**config.mk**
```make
export PLATFORM = sky130hd
export DESIGN_NAME = ramp_dither_avg
export DESIGN_NICKNAME = d
export VERILOG_FILES = /design/src/rtl/rda_pkg.sv /design/src/rtl/rda_sequencer.sv /design/src/rtl/rda_chan_counter.sv /design/src/rtl/ramp_dither_avg.sv
export SDC_FILE = /design/constraint.sdc
export NUM_CORES = 1
export LEC_CHECK = 0
export BUFFER_PORTS_ARGS = -buffer_cell sky130_fd_sc_hd__buf_2
export CAP_MARGIN = 20
export CORE_MARGIN = 10
export CORE_UTILIZATION = 48
export CTS_CLUSTER_DIAMETER = 40
export DETAILED_ROUTE_END_ITERATION = 8
export PLACE_DENSITY = 0.8
export SYNTH_ARGS = -nofsm -noshare
export SYNTH_HDL_FRONTEND = slang
export SYNTH_HIERARCHICAL = 1
export SYNTH_SLANG_ARGS = --single-unit
```
**constraint.sdc**
```tcl
create_clock -name clk -period 5.6 [get_ports clk]
set_input_delay 1.68 -clock clk [delete_from_list [all_inputs] [get_ports clk]]
set_output_delay 1.68 -clock clk [all_outputs]
set_load 0.05 [all_outputs]
```
**src/rtl/rda_pkg.sv**
```systemverilog
package rda_pkg;

    typedef enum logic [1:0] {
        SEQ_PRIME = 2'd0,
        SEQ_ACCUM = 2'd1,
        SEQ_EMIT  = 2'd2
    } seq_state_t;

    // Clamp a count that may equal the full window to the result width.
    function automatic logic [7:0] clamp8(input logic [8:0] value);
        return value[8] ? 8'hFF : value[7:0];
    endfunction

endpackage

```
**src/rtl/rda_sequencer.sv**
```systemverilog
module rda_sequencer #(
    parameter int RES_BITS = 8
) (
    input  logic                clk,
    input  logic                rst_n,
    input  logic                sample_en,
    output logic [RES_BITS-1:0] dither_code,
    output logic                window_close,
    output logic                avg_valid
);
    import rda_pkg::*;

    localparam logic [RES_BITS-1:0] LAST_IDX = {RES_BITS{1'b1}};

    logic [RES_BITS-1:0] idx_q;
    seq_state_t          state_q, state_d;

    // The window index doubles as the dither ramp code.
    always_ff @(posedge clk or negedge rst_n) begin
        if (!rst_n)         idx_q <= '0;
        else if (sample_en) idx_q <= idx_q + 1'b1;
    end

    assign window_close = sample_en && (idx_q == LAST_IDX);
    assign dither_code  = idx_q;

    // State register.
    always_ff @(posedge clk or negedge rst_n) begin
        if (!rst_n) state_q <= SEQ_PRIME;
        else        state_q <= state_d;
    end

    // Next-state logic.
    always_comb begin
        state_d = state_q;
        unique case (state_q)
            SEQ_PRIME: if (window_close) state_d = SEQ_EMIT;   // close_first
            SEQ_ACCUM: if (window_close) state_d = SEQ_EMIT;   // close_next
            SEQ_EMIT:  state_d = SEQ_ACCUM;                    // resume
            default:   state_d = SEQ_PRIME;
        endcase
    end

    // Output logic.
    always_comb begin
        avg_valid = 1'b0;
        unique case (state_q)
            SEQ_PRIME: avg_valid = 1'b0;
            SEQ_ACCUM: avg_valid = 1'b0;
            SEQ_EMIT:  avg_valid = 1'b1;
            default:   avg_valid = 1'b0;
        endcase
    end

    assert_code_step_R2: assert property (@(posedge clk) disable iff (!rst_n)
        sample_en |=> dither_code == $past(dither_code) + 1'b1);
    assert_code_hold_R2: assert property (@(posedge clk) disable iff (!rst_n)
        !sample_en |=> $stable(dither_code));
    assert_valid_single_R3: assert property (@(posedge clk) disable iff (!rst_n)
        avg_valid |=> !avg_valid);
    assert_valid_cause_R3: assert property (@(posedge clk) disable iff (!rst_n)
        $rose(avg_valid) |-> $past(sample_en) && ($past(dither_code) == LAST_IDX));
    assert_valid_wrap_R9: assert property (@(posedge clk) disable iff (!rst_n)
        avg_valid |-> dither_code == '0);

endmodule

```
**src/rtl/rda_chan_counter.sv**
```systemverilog
module rda_chan_counter #(
    parameter int RES_BITS = 8
) (
    input  logic                clk,
    input  logic                rst_n,
    input  logic                sample_en,
    input  logic                window_close,
    input  logic                bit_in,
    output logic [RES_BITS-1:0] result
);
    localparam int             CNT_W  = RES_BITS + 1;
    localparam logic [CNT_W-1:0] WINDOW = CNT_W'(1) << RES_BITS;

    logic [CNT_W-1:0] cnt_q;
    logic [CNT_W-1:0] cnt_next;

    assign cnt_next = cnt_q + CNT_W'(bit_in);

    always_ff @(posedge clk or negedge rst_n) begin
        if (!rst_n) begin
            cnt_q  <= '0;
            result <= '0;
        end else if (window_close) begin
            cnt_q  <= '0;
            result <= cnt_next[RES_BITS] ? {RES_BITS{1'b1}} : cnt_next[RES_BITS-1:0];
        end else if (sample_en) begin
            cnt_q  <= cnt_next;
        end
    end

    assert_count_bound_R5: assert property (@(posedge clk) disable iff (!rst_n)
        cnt_q < WINDOW);
    assert_restart_R4: assert property (@(posedge clk) disable iff (!rst_n)
        window_close |=> cnt_q == '0);
    assert_result_hold_R8: assert property (@(posedge clk) disable iff (!rst_n)
        !window_close |=> $stable(result));
    assert_idle_ignore_R6: assert property (@(posedge clk) disable iff (!rst_n)
        !sample_en |=> $stable(cnt_q));

endmodule

```
**src/rtl/ramp_dither_avg.sv**
```systemverilog
module ramp_dither_avg #(
    parameter int CHANNELS = 8,
    parameter int RES_BITS = 8
) (
    input  logic                         clk,
    input  logic                         rst_n,
    input  logic                         sample_en,
    input  logic [CHANNELS-1:0]          bits_in,
    output logic [RES_BITS-1:0]          dither_code,
    output logic [CHANNELS*RES_BITS-1:0] avg_out,
    output logic                         avg_valid
);
    logic window_close;

    rda_sequencer #(.RES_BITS(RES_BITS)) u_seq (
        .clk          (clk),
        .rst_n        (rst_n),
        .sample_en    (sample_en),
        .dither_code  (dither_code),
        .window_close (window_close),
        .avg_valid    (avg_valid)
    );

    for (genvar ch = 0; ch < CHANNELS; ch++) begin : g_chan
        rda_chan_counter #(.RES_BITS(RES_BITS)) u_cnt (
            .clk          (clk),
            .rst_n        (rst_n),
            .sample_en    (sample_en),
            .window_close (window_close),
            .bit_in       (bits_in[ch]),
            .result       (avg_out[ch*RES_BITS +: RES_BITS])
        );
    end

    assert_valid_load_R4: assert property (@(posedge clk) disable iff (!rst_n)
        !avg_valid && !$past(window_close) |-> $stable(avg_out));

endmodule

```
==> impl_metrics.json <==
{
  "syn_avg_cell_area_sq_um": 9.95,
  "vias_per_cell": 5.19,
  "yosys.area.top_type_share_pct": 50.8,
  "dpl.cell_count": 953,
  "ys_types": 30,
  "min_path_type": "flip-flop to flip-flop",
  "rows": 44,
  "start_util_pct": 49.3,
  "clock-root-buffer": "clkbuf_16",
  "setup_viol": 0,
  "area_growth_pct": 15.0,
  "synth_area_sq_mm": 0.00720,
  "worst_pin_slew_ns": 1.03,
  "endpoint": "g_chan[4].u_cnt/result[7]",
  "skew_ns": 0.0106,
  "r2r-start": "u_seq/dither_code[0]",
  "switchingPower_mw": 1.03,
  "fin_cells": 986,
  "maxSlewHeadroom_pct": 31.0,
  "drive_gt1_share_pct": 19.7,
  "ctsHoldBuffers": 0,
  "ys_warn_count": 6,
  "ys_seq_area_share_pct": 50.8,
  "syn_nets": 752,
  "synth.most_common_cell": "dfrtp_1",
  "cts-resized-gates": 0,
  "routed_wl_mm": 14.8,
  "hold_violations": 0,
  "path_class": "input port to flip-flop",
  "seqPwrFrac_pct": 44.4,
  "drv_cap": 0,
  "syn_inst": 723,
  "internal_power_mw": 2.20,
  "ctsHtreeMaxLevel": 4,
  "peakVddDrop_v": 0.000226,
  "grt_use_total_pct": 14.9,
  "yosys_most_used_dff": "dfrtp_1",
  "die_y_microns": 142,
  "die_w_microns": 142,
  "reg2reg_to": "g_chan[4].u_cnt/result[7]",
  "crit_arrival_ns": 3.42,
  "insertion_delay_ns": 0.42,
  "drtIter0Drc": 237,
  "clockBufferDepth": 2,
  "cts_made_buffers": 17,
  "rrSetupSlack_ns": 3.24,
  "cts_setup_buffers": 0,
  "leakage_nw": 4.12,
  "status": "completed",
  "ys_seq_elements": 146,
  "core-area_sq_mm": 0.0146,
  "grt_max_degree": 78,
  "setup_tns_ns": 0,
  "critPathLaunchType": "input port",
  "clock_power_share_pct": 33.6,
  "wl_per_cell_microns": 15.0,
  "drv_slew": 0,
  "clk_pin_slew_worst_paths_ns": 0.06,
  "antenna_left": 0,
  "min_period_ns": 3.09,
  "fin_nets": 817,
  "finalCritPeriodShare_pct": 55.3,
  "nFillCells": 1286,
  "grt_pass1_wl_mm": 25.0,
  "crit_path_start": "sample_en",
  "p_sw_share_pct": 31.8,
  "dp_hpwl_mm": 9.86,
  "antenna_found_initial": 1,
  "reg2reg_depth": 6,
  "cp_max_fo": 41,
  "power_frac_comb_pct": 22.0,
  "required_ns": 5.92,
  "grt_pass1_vias": 5268,
  "place_congestion": 0.816,
  "port_buffers": 83,
  "rsz0062_at_grt": "no",
  "dr_total_vias": 5114,
  "die_area_sq_mm": 0.0203,
  "synth_area_leader_cell": "dfrtp_1",
  "dr.pass1.iters": 4,
  "end_kind": "flip-flop",
  "ioPinCount": 84,
  "overflow": 0,
  "max_freq_ghz": 0.323,
  "cts_tree": "built",
  "async_flop_share_pct": 100,
  "hp-start": "u_seq/state_q[1]",
  "drc": 0,
  "netlist_top_cells_count": "146 x dfrtp_1, 139 x nor2_1, 83 x xor2_1",
  "cts.sinks": 146,
  "powerDensity_mw_per_mm2": 390,
  "synth_edf_count": 0,
  "synth.area.top_cells": "dfrtp_1 51%, xor2_1 10%, nor2_1 7.2%, a21oi_1 4.5%, xnor2_1 3.4%"
}
## layout by cell type, fill, tap and decap left out, drive strengths merged
master / n
inv: 16
a21boi: 7
nand4: 28
mux2i: 17
dfrtp: 146
bufinv: 2
a21oi: 64
nand2: 43
o21bai: 1
nor2: 139
nor2b: 1
buf: 94
xnor2: 28
ha: 18
xor2: 83
nand3: 25
and2: 31
clkinvlp: 3
diode: 1
nand2b: 2
a31o: 7
and3: 17
clkbuf: 21
clkinv: 6
nor3: 1
mux2: 1
## power by group through the flow
stage / clock [mW] / sequential [mW] / combinational (mW)
floorplan: 0 / 1.49 / 0.497
global placement: 0 / 1.44 / 0.689
detailed placement: 0 / 1.45 / 0.711
CTS: 1.11 / 1.43 / 0.721
global route: 1.16 / 1.46 / 0.804
finish: 1.09 / 1.43 / 0.710
## area by class of cell
class                           instances  area, sq um  share of cell area (%)
Clock inverter                         11          113                    1.36
Clock buffer                           21          450                    5.44
Antenna cell                            1         2.50                  0.0302
Multi-Input combinational cell        513         3260                    39.4
Timing Repair Buffer                   94          504                    6.09
Sequential cell                       146         3650                    44.2
Tap cell                              184          230                    2.78
Inverter                               16         60.1                   0.726
## state kept, by name, indices dropped and copies added (netlist names)
signal and count:
g_chan.u_cnt/cnt_q 72, g_chan.u_cnt/result 64, u_seq/dither_code 8, u_seq/state_q 2
## cell families after synthesis
| family | count (synthesis) | share of synthesized area, % |
|---|---|---|
| AND/OR/NAND/NOR | 287 | 18.6 |
| flip-flops | 146 | 50.8 |
| XOR/XNOR | 111 | 13.5 |
| AO/OA/AOI/OAI | 79 | 7.23 |
| buffers and inverters | 64 | 4.03 |
| multiplexers | 18 | 2.69 |
| adder cells (fa/ha/maj) | 18 | 3.13 |
## metrics by stage
stage                     setup WS, ns  utilization (%)  power [mW]  hold slack (ns)  cell area, sq um
after floorplan                   2.59                -        1.99            0.417              7200
after global placement            2.05             52.8        2.13            0.468              7710
after detailed placement          2.03             52.8        2.16            0.466              7710
after CTS                         2.43             56.7        3.26            0.474              8270
after global routing              2.33             56.7        3.43            0.522              8270
final                             2.51             56.7        3.23            0.483              8270
## layer usage
layer	wire length [microns]	vias up	global-route usage, %
met5	0	-	0
li1	-	2503	-
met3	797	11	5.17
met4	148	0	4.31
met1	6550	2506	17.7
met2	7280	94	25.0
## worst min path at each step
stage                        to  slack, ns  cells after the start
2_1_floorplan  u_seq/state_q[1]       0.42                      1
3_3_place_gp   u_seq/state_q[1]       0.47                      1
3_5_place_dp   u_seq/state_q[1]       0.47                      1
4_1_cts        u_seq/state_q[1]       0.47                      1
5_1_grt        u_seq/state_q[1]       0.52                      1
6_report       u_seq/state_q[1]       0.48                      1
## critical path: stages
cell,delay [ns]
buf_2,0.09
nand4_1,0.16
nor2_4,0.81
buf_4,0.40
nor2_1,0.09
a21oi_1,0.16
Note: power is estimated with default switching activity, not from simulation.
